<file path="src/rtl/trc_pkg.sv">
package trc_pkg;
  // Per-cycle action requested by the control for the count register.
  typedef struct packed {
    logic clear;   // force count to zero
    logic load;    // take the preset value (explicit load or reload)
    logic step;    // add one
  } cntStrobe_t;
endpackage

</file>
<file path="src/rtl/trc_ctrl.sv">
module trc_ctrl
  import trc_pkg::*;
(
  input  logic       clk,
  input  logic       rst,
  input  logic       loadEn,
  input  logic       autoReload,
  input  logic       carryInN,
  input  logic       allOnes,
  output cntStrobe_t strobe,
  output logic       termCntN
);
  logic carryActive;
  logic atTerm;
  logic reloadHit;

  assign carryActive = ~carryInN;
  assign atTerm      = allOnes & carryActive;
  assign reloadHit   = autoReload & atTerm;
  assign termCntN    = ~atTerm;

  always_comb begin
    strobe       = '0;
    strobe.clear = rst;
    if (!rst) begin
      if (loadEn || reloadHit) begin
        strobe.load = 1'b1;
      end else if (carryActive) begin
        strobe.step = 1'b1;
      end
    end
  end

  // at most one action per cycle (load beats step)
  p_one_action_r2: assert property (@(posedge clk) disable iff (rst)
    $onehot0(strobe));

  // carry inactive with no load never asks the datapath to move
  p_idle_no_step_r4: assert property (@(posedge clk) disable iff (rst)
    (carryInN && !loadEn) |-> (strobe == '0));
endmodule

</file>
<file path="src/rtl/trc_datapath.sv">
module trc_datapath
  import trc_pkg::*;
#(
  parameter int WIDTH = 8
) (
  input  logic             clk,
  input  cntStrobe_t       strobe,
  input  logic [WIDTH-1:0] loadVal,
  output logic [WIDTH-1:0] value,
  output logic             allOnes
);
  localparam logic [WIDTH-1:0] ZERO = '0;
  localparam logic [WIDTH-1:0] ONE  = WIDTH'(1);

  logic [WIDTH-1:0] nextVal;

  always_comb begin
    nextVal = value;
    if (strobe.clear)     nextVal = ZERO;
    else if (strobe.load) nextVal = loadVal;
    else if (strobe.step) nextVal = value + ONE;
  end

  always_ff @(posedge clk) begin
    value <= nextVal;
  end

  assign allOnes = &value;
endmodule

</file>
<file path="src/rtl/tc_reload_counter.sv">
module tc_reload_counter
  import trc_pkg::*;
#(
  parameter int WIDTH = 8
) (
  input  logic             clk,
  input  logic             rst,
  input  logic             loadEn,
  input  logic [WIDTH-1:0] presetVal,
  input  logic             carryInN,
  input  logic             autoReload,
  output logic [WIDTH-1:0] count,
  output logic             termCntN
);
  localparam logic [WIDTH-1:0] ONE = WIDTH'(1);

  cntStrobe_t strobe;
  logic       allOnes;

  trc_ctrl u_ctrl (
    .clk        (clk),
    .rst        (rst),
    .loadEn     (loadEn),
    .autoReload (autoReload),
    .carryInN   (carryInN),
    .allOnes    (allOnes),
    .strobe     (strobe),
    .termCntN   (termCntN)
  );

  trc_datapath #(.WIDTH(WIDTH)) u_dp (
    .clk     (clk),
    .strobe  (strobe),
    .loadVal (presetVal),
    .value   (count),
    .allOnes (allOnes)
  );

  // a load request lands the preset on the next edge
  p_load_wins_r2: assert property (@(posedge clk) disable iff (rst)
    loadEn |=> (count == $past(presetVal)));

  // enabled, not at terminal count: plus one
  p_step_r3: assert property (@(posedge clk) disable iff (rst)
    (!loadEn && !carryInN && termCntN) |=> (count == $past(count) + ONE));

  // carry inactive holds the count
  p_hold_r4: assert property (@(posedge clk) disable iff (rst)
    (!loadEn && carryInN) |=> $stable(count));

  // free-run mode wraps to zero at terminal count
  p_wrap_r6: assert property (@(posedge clk) disable iff (rst)
    (!loadEn && !termCntN && !autoReload) |=> (count == '0));

  // reload mode takes the preset at terminal count
  p_reload_r7: assert property (@(posedge clk) disable iff (rst)
    (!loadEn && !termCntN && autoReload) |=> (count == $past(presetVal)));
endmodule

</file>
<file path="config.mk">
export PLATFORM = sky130hd
export DESIGN_NAME = tc_reload_counter
export DESIGN_NICKNAME = d
export VERILOG_FILES = /design/src/rtl/trc_pkg.sv /design/src/rtl/trc_ctrl.sv /design/src/rtl/trc_datapath.sv /design/src/rtl/tc_reload_counter.sv
export SDC_FILE = /design/constraint.sdc
export NUM_CORES = 1
export LEC_CHECK = 0
export BUFFER_PORTS_ARGS = -buffer_cell sky130_fd_sc_hd__clkbuf_2
export CAP_MARGIN = 0
export CORE_AREA = 2 2 39 41
export DETAILED_ROUTE_END_ITERATION = 12
export DIE_AREA = 0 0 41 43
export HOLD_SLACK_MARGIN = 0.1
export PLACE_DENSITY = 0.7
export SYNTH_ARGS = -nofsm -noshare
export SYNTH_HDL_FRONTEND = slang
export SYNTH_SLANG_ARGS = --single-unit
export TNS_END_PERCENT = 20
</file>
<file path="constraint.sdc">
create_clock -name clk -period 1.77 [get_ports clk]
set_clock_uncertainty 0.15 [all_clocks]
set_input_delay 0.2655 -clock clk [delete_from_list [all_inputs] [get_ports clk]]
set_output_delay 0.2655 -clock clk [all_outputs]
set_load 0.03 [all_outputs]
</file>
== Word level (Yosys, flattened, before mapping) ==
Cells that the tools add are included.

* Input bits: 13
* Flip-flop bits (word level): 8
* Output and inout port bits: 9
* Logic and storage cells: 15

* Muxes and demuxes: 6
* Bitwise gates (word level): 4
* Reduce and logical (&&, ||, !) cells: 3
* Add/subtract/negate cells: 1

{| class="wikitable"
|+ Operators with widths
! operator !! number
|-
| $mux W8 || 2
|-
| $add A8 B1 Y8 const B || 1
|-
| $reduce_and A8 Y1 || 1
|-
| $mux W1 || 3
|-
| $and A1 B1 Y1 || 2
|-
| $mux W2 || 1
|-
| $not A1 Y1 || 2
|-
| $reduce_bool A2 Y1 || 1
|-
| $logic_or A1 B1 Y1 || 1
|}

== Depth between registers and ports, before layout ==
Gate-level depths: netlist (run 1).

* Depth in word-level cells: 8
* Gate-level depth with buffers: 6
* Depth with buffers taken out: 5

== Hierarchy ==
Synthesis (run 1) repeated with hierarchy kept, for this count alone.

* Cell total of the unflattened synthesis: 60
* Area total of the unflattened synthesis: 498.0 µm²

{| class="wikitable"
|+ Modules (own cells, without submodules)
! module !! sequential area each (µm²) !! cells an instance !! area an instance (µm²) !! instances
|-
| trc_datapath || 160.2 || 54 || 451.7 || 1
|-
| trc_ctrl || 0.0 || 6 || 46.3 || 1
|}

== Least setup slack after synthesis (run 1) ==
No wires, ideal clock.

* Path kind: register -> register
* Start: register u_dp.value[0]
* End: register u_dp.value[7]
* Data arrival time: 1467 ps
* Period minus slack after synthesis: 1705 ps
* Stages on the path, launching flop included: 6
* Setup slack: 65 ps
* Required time: 1532 ps
* Path through: dfxtp_1 ha_1 nor2b_4 a41oi_4 nor4b_2 nor4_2

* Cells in the longest elaborated chain, start to end: 7
* Elaborated cells on any way between the ends: 11
* Those cells by class: add/sub (1); mux (5); bitwise (2); reduce/logical (3)

{| class="wikitable"
|+ Ends and longest elaborated chain
! item !! line !! source
|-
| from (decl) || trc_datapath.sv:9 || <nowiki>output logic [WIDTH-1:0] value,</nowiki>
|-
| from (signal assigned) || trc_datapath.sv:25 || <nowiki>value <= nextVal;</nowiki>
|-
| $reduce_and A8 Y1 || trc_datapath.sv:28 || <nowiki>assign allOnes = &value;</nowiki>
|-
| $and A1 B1 Y1 || trc_ctrl.sv:18 || <nowiki>assign atTerm = allOnes & carryActive;</nowiki>
|-
| $and A1 B1 Y1 || trc_ctrl.sv:19 || <nowiki>assign reloadHit = autoReload & atTerm;</nowiki>
|-
| $logic_or A1 B1 Y1 || trc_ctrl.sv:26 || <nowiki>if (loadEn || reloadHit) begin</nowiki>
|-
| $mux W1 || trc_ctrl.sv:26 ||
|-
| $mux W2 || trc_ctrl.sv:25 || <nowiki>if (!rst) begin</nowiki>
|-
| $mux W8 or $reduce_bool A2 Y1 (tied branches) || n/a ||
|}

Several ways; a longest one is shown, not always the timed one. The select of a mux whose other input is x is not followed.
A chain may end at the register's enable or synchronous reset.

== Worst setup path after layout (run 1) ==
* Start: register u_dp.value[1]
* End: output termCntN

* Cells in the longest elaborated chain, start to end: 3

{| class="wikitable"
|+ Ends and longest elaborated chain
! item !! line !! source
|-
| $reduce_and A8 Y1 || trc_datapath.sv:28 ||
|-
| $and A1 B1 Y1 || trc_ctrl.sv:18 ||
|-
| $not A1 Y1 || trc_ctrl.sv:20 || <nowiki>assign termCntN = ~atTerm;</nowiki>
|-
| to (decl) || tc_reload_counter.sv:13 || <nowiki>output logic termCntN</nowiki>
|}

No other way between the ends.

==> results of run 1 <==
layout make-up:
type	count	area (um^2)	area share (%)
multi-input combinational	43	373	51.0
sequential	8	160	21.9
timing repair buffer	27	155	21.2
clock buffer	3	22.5	3.08
tap	16	20.0	2.74
worst register-to-register path, delay by kind of cell, from the launching register on:
family | cells | cell delay [ns]
compound gates | 2 | 0.45
fa+ha+maj | 1 | 0.21
buf+inv | 1 | 0.23
flops | 1 | 0.31
simple gates | 2 | 0.18
path summary, 6_finish.rpt:
path / from / endpoint / slack [ns] / cells past startpoint
setup / recovery: u_dp.value[1] / termCntN / 0.12 / 4
hold / removal: presetVal[3] / u_dp.value[3] / 0.14 / 3
setup reg to reg: u_dp.value[0] / u_dp.value[1] / 0.16 / 6
hold reg to reg: u_dp.value[6] / u_dp.value[6] / 0.50 / 2
stage by stage:
step | setup WS [ns] | instances | cell area [um^2] | util [%] | power [W]
6_report | 0.120 | 97 | 731 | 52.8 | 0.000487
2_1_floorplan | 0.0650 | 54 | 553 | - | 0.000301
3_5_place_dp | 0.166 | 92 | 688 | 49.7 | 0.000346
3_3_place_gp | 0.192 | 92 | 688 | 49.7 | 0.000344
4_1_cts | 0.0989 | 97 | 731 | 52.8 | 0.000496
5_1_grt | 0.0139 | 97 | 731 | 52.8 | 0.000515
layer usage:
layer	global-route usage (%)	wire length (um)
met1	20.5	520
met2	23.8	564
met3	1.57	46
met4	10.0	14
met5	0	0
power by group:
group	switching (W)	internal [W]
registers	0.0000155	0.000194
logic	0.0000763	0.0000589
clock network	0.0000648	0.0000778
placed cells by master (no fill, tap or decap):
master	count
nor3_1	1
o31a_1	1
and2_1	1
buf_4	4
clkbuf_2	21
a211oi_2	5
xnor2_1	4
nor2_1	4
nand4b_1	2
ha_1	1
nand3_1	2
nand2_1	4
dlygate4sd3_1	2
nor3b_1	1
nor2b_4	1
a311oi_1	1
nor4_1	1
nor4_2	1
a41oi_4	1
nor2_2	4
and3b_1	1
a21oi_1	1
mux2i_1	2
clkbuf_4	3
and4_4	1
xor2_1	1
nor4b_2	2
dfxtp_1	8
logic make-up after synthesis:
group / Yosys count
xor+xnor: 5
buf+inv: 3
fa+ha+maj: 1
mux: 2
flops: 8
simple gates: 26
compound gates: 9
==> results.cfg, run 1 <==
[yosys]
synth_flop_cell = dfxtp_1
synth_cells = 54
yosys.area_share.simple_pct = 33.3
synth_top_family_by_area = simple AND/OR/NAND/NOR gates
synth_edf_count = 0
synth_seq_area_share_pct = 29.0
yosys-mux-area-fraction_pct = 3.62
synthMostInstantiatedCell = dfxtp_1
synthArstFlopShare_pct = 0
syn_area_um2 = 553
yosys.area_share.adder_pct = 2.26
synth_area_leaders = dfxtp_1 29%, a211oi_2 11%, xnor2_1 6.3%, nor4b_2 5.4%, a41oi_4 5.0%
syn_nets = 68
synth_xor_area_share_pct = 7.92
synth_compound_area_share_pct = 20.4
avgSynthCellArea_um2 = 10.2
yosysTopAreaCell = dfxtp_1
synth_common_cells = 8 x dfxtp_1, 5 x a211oi_2
yosysTopAreaCellShare_pct = 29.0
ys_types = 27
ys_warn_count = 0
ys_seq_elements = 8

[clocking]
cts_tree = done
h-tree-depth = 1
root_buffer = clkbuf_4
insertion_delay_ns = 0.25
cts_hold_buf = 2
clock-sinks = 8
postCtsSetupBuffers = 0
cts_inserted_buffers = 3
cts.clk_slew.worst_paths_ns = 0.06
cts_buffer_depth = 2
cts_resized = 0

[power_and_ir_drop]
p_leak_nw = 0.289
irDropWorstVdd_v = 0.000313
power_density_mw_per_mm2 = 667

[cells_and_area]
area_delta_synth_final_pct = 32.1
n_fill_cell = 142
final_layout_size_suffix_gt1_share_pct = 53.1
largest-register = u_dp.value
final_nets = 97
top_regs = u_dp.value (8)
largest_reg_flops = 8
n_antenna_cell = 0

[worst_setup_path]
cp.arrival_ns = 1.23
slowest_delay_ns = 0.34
critPathTopFamily = flip-flops
crit_slowest_cell = dfxtp_1
cp_num_buf_inv = 1
start_kind = flip-flop
cp-end-kind = output port
cp.required_ns = 1.35
cp_max_fo = 3
crit_type = reg -> out
cp_cell_sequence = ha_1, nor2b_4, nand3_1, clkbuf_2

[floorplan]
dieArea_mm2 = 0.00176
start_util_pct = 40.0
fp-row-count = 14
die_w_um = 41
die_h_um = 43
io_pins = 22
design.core.area_mm2 = 0.00138

[global_routing]
grt_pass1_wl_um = 1920
first_global_vias = 476
overflow = 0
antenna_found_initial = 0
track_usage_pct = 15.8
grt_start_max_net_pins = 9

[sta]
max_freq_ghz = 0.606
tightest_slew_ns = 0.296
finalCritPeriodShare_pct = 93.2
fin_crit_ns = 1.65
hold_viol = 0
fin_setup_tns_ns = 0
holdWs_ns = 0.140
rsz0062_at_grt = false
setup_violations = 0
maxSlewViolCount = 0
maxSlewHeadroom_pct = 80.1

[placement]
port_buffers = 21
place_congestion = 0.726
dpl.hpwl_um = 897

[detailed_routing]
drc_errors = 0
first_pass_iters = 4
drt-initial-drc-count = 8
finalWirelength_um = 1140
wl_per_cell_um = 11.8
vias_per_cell = 5.26
ant_nets = 0
vias = 510

[outcome]
status = finished, final reports clean

[job]
drv.max_cap_violation_count = 0

[min_path]
hp-class = in -> reg
Note: power is estimated with default switching activity, not from simulation.
==> run 2, diff against run 1 <==
- CORE_AREA: 2 2 39 41 -> 4 4 41 43
- DIE_AREA: 0 0 41 43 -> 0 0 45 47
- clock period: 1.77 -> 1.96 ns (I/O delays scaled with it)
==> results.cfg, run 2 (synthesis results as in run 1) <==
[placement]
port_buffers = 21
dpl-instance-area_um2 = 664
place_congestion = 0.721
dpl.hpwl_um = 941

[clocking]
clock-sinks = 8
cts_resized = 0
insertion_delay_ns = 0.26
cts_tree = done
cts.clk_slew.worst_paths_ns = 0.06
cts_hold_buf = 0
root_buffer = clkbuf_4
cts_buffer_depth = 2
h-tree-depth = 1
postCtsSetupBuffers = 0
cts_inserted_buffers = 3

[sta]
holdWs_ns = 0.120
tightest_slew_ns = 0.430
hold_viol = 0
finalCritPeriodShare_pct = 92.6
maxSlewViolCount = 0
setup_violations = 0
maxSlewHeadroom_pct = 71.2
max_freq_ghz = 0.551
rsz0062_at_grt = false
fin_crit_ns = 1.82
fin_setup_tns_ns = 0

[cells_and_area]
multiInputGateArea_um2 = 373
register_area_um2 = 160
top_regs = u_dp.value (8)
final_nets = 92
layout_commonest_cell = clkbuf_2
most-common-layout-cells = 21 x clkbuf_2, 8 x dfxtp_1, 5 x a211oi_2
final_layout_size_suffix_gt1_share_pct = 52.6
largest-register = u_dp.value
largest_reg_flops = 8
n_antenna_cell = 0
n_fill_cell = 125
area_delta_synth_final_pct = 24.2
final_area_um2 = 687

[power_and_ir_drop]
p_sw_w = 0.000144
p_comb_share_pct = 25.4
power_density_mw_per_mm2 = 633
irDropWorstVdd_v = 0.000321
power_frac_clock_pct = 30.4
power_frac_seq_pct = 44.3
p_int_w = 0.000291
switching_share_pct = 33.1
p_leak_nw = 0.266

[floorplan]
die_w_um = 45
die_h_um = 47
fp-row-count = 13
dieArea_mm2 = 0.00212
io_pins = 22
start_util_pct = 42.5
design.core.area_mm2 = 0.00130

[worst_setup_path]
r2r_cells = 6
cp_max_fo = 5
r2r-start = u_dp.value[0]
cp.required_ns = 1.52
r2r-end = u_dp.value[3]
cp-end-kind = output port
crit_type = reg -> out
startpoint = u_dp.value[0]
r2r_slack_ns = 0.18
start_kind = flip-flop
cp.arrival_ns = 1.37

[global_routing]
grt_pass1_wl_um = 1970
overflow = 0
grt_start_max_net_pins = 11
first_global_vias = 444
track_usage_pct = 13.7
antenna_found_initial = 0

[detailed_routing]
ant_nets = 0
drc_errors = 0
first_pass_iters = 4
wl_per_cell_um = 13.4
drt-initial-drc-count = 2
finalWirelength_um = 1220
vias_per_cell = 5.34
vias = 486

[job]
drv.max_cap_violation_count = 0

[min_path]
min_path_cells = 3
whs_endpoint = u_dp.value[0]
hp-class = in -> reg
min_from = presetVal[0]

[outcome]
status = finished, final reports clean
[run 2: cell count changes in the layout (fill, tap and decap cells not counted), sizes merged]
cell / delta
buf: -3
dlygate4sd3: -2
[run 2: critical path, cell delays in order, from the launching register on]
cell and delay, ns:
dfxtp_1 0.42, ha_1 0.21, nor2b_4 0.20, nand3_1 0.08, clkbuf_2 0.19
[run 2: how the worst max path moves through the flow]
stage	endpoint	slack, ns
6_report	termCntN	0.14
5_1_grt	termCntN	0.04
4_1_cts	termCntN	0.14
3_5_place_dp	u_dp.value[2]	0.17
3_3_place_gp	u_dp.value[2]	0.22
2_1_floorplan	u_dp.value[7]	0.26
[run 2: final cells by class]
cell class | count | area share [%]
tap | 15 | 2.73
sequential | 8 | 23.3
clock buffer | 3 | 3.28
multi-input combinational | 43 | 54.3
timing repair buffer | 22 | 16.4
[run 2: metrics by stage]
| step | cells | setup WS [ns] | power, W | utilization [%] |
|---|---|---|---|---|
| 2_1_floorplan | 54 | 0.255 | 0.000272 | - |
| 3_3_place_gp | 88 | 0.224 | 0.000304 | 51.1 |
| 3_5_place_dp | 88 | 0.166 | 0.000307 | 51.1 |
| 4_1_cts | 91 | 0.143 | 0.000441 | 52.8 |
| 5_1_grt | 91 | 0.0419 | 0.000467 | 52.8 |
| 6_report | 91 | 0.145 | 0.000435 | 52.8 |
[run 2: routing by layer]
metal | share of wire, % | routed length, um | global-route usage (%)
met3 | 7.3 | 89 | 3.07
met1 | 46 | 560 | 17.4
met5 | 0 | 0 | 0
met2 | 44 | 538 | 19.2
met4 | 2.2 | 27 | 12.3
[run 2: power by group through the flow]
| stage | logic, W | clock network [W] | registers, W |
|---|---|---|---|
| after floorplan | 0.0000547 | 0 | 0.000217 |
| after global placement | 0.000109 | 0 | 0.000195 |
| after detailed placement | 0.000111 | 0 | 0.000196 |
| after CTS | 0.000112 | 0.000137 | 0.000192 |
| after global routing | 0.000120 | 0.000152 | 0.000195 |
| final | 0.000110 | 0.000132 | 0.000193 |
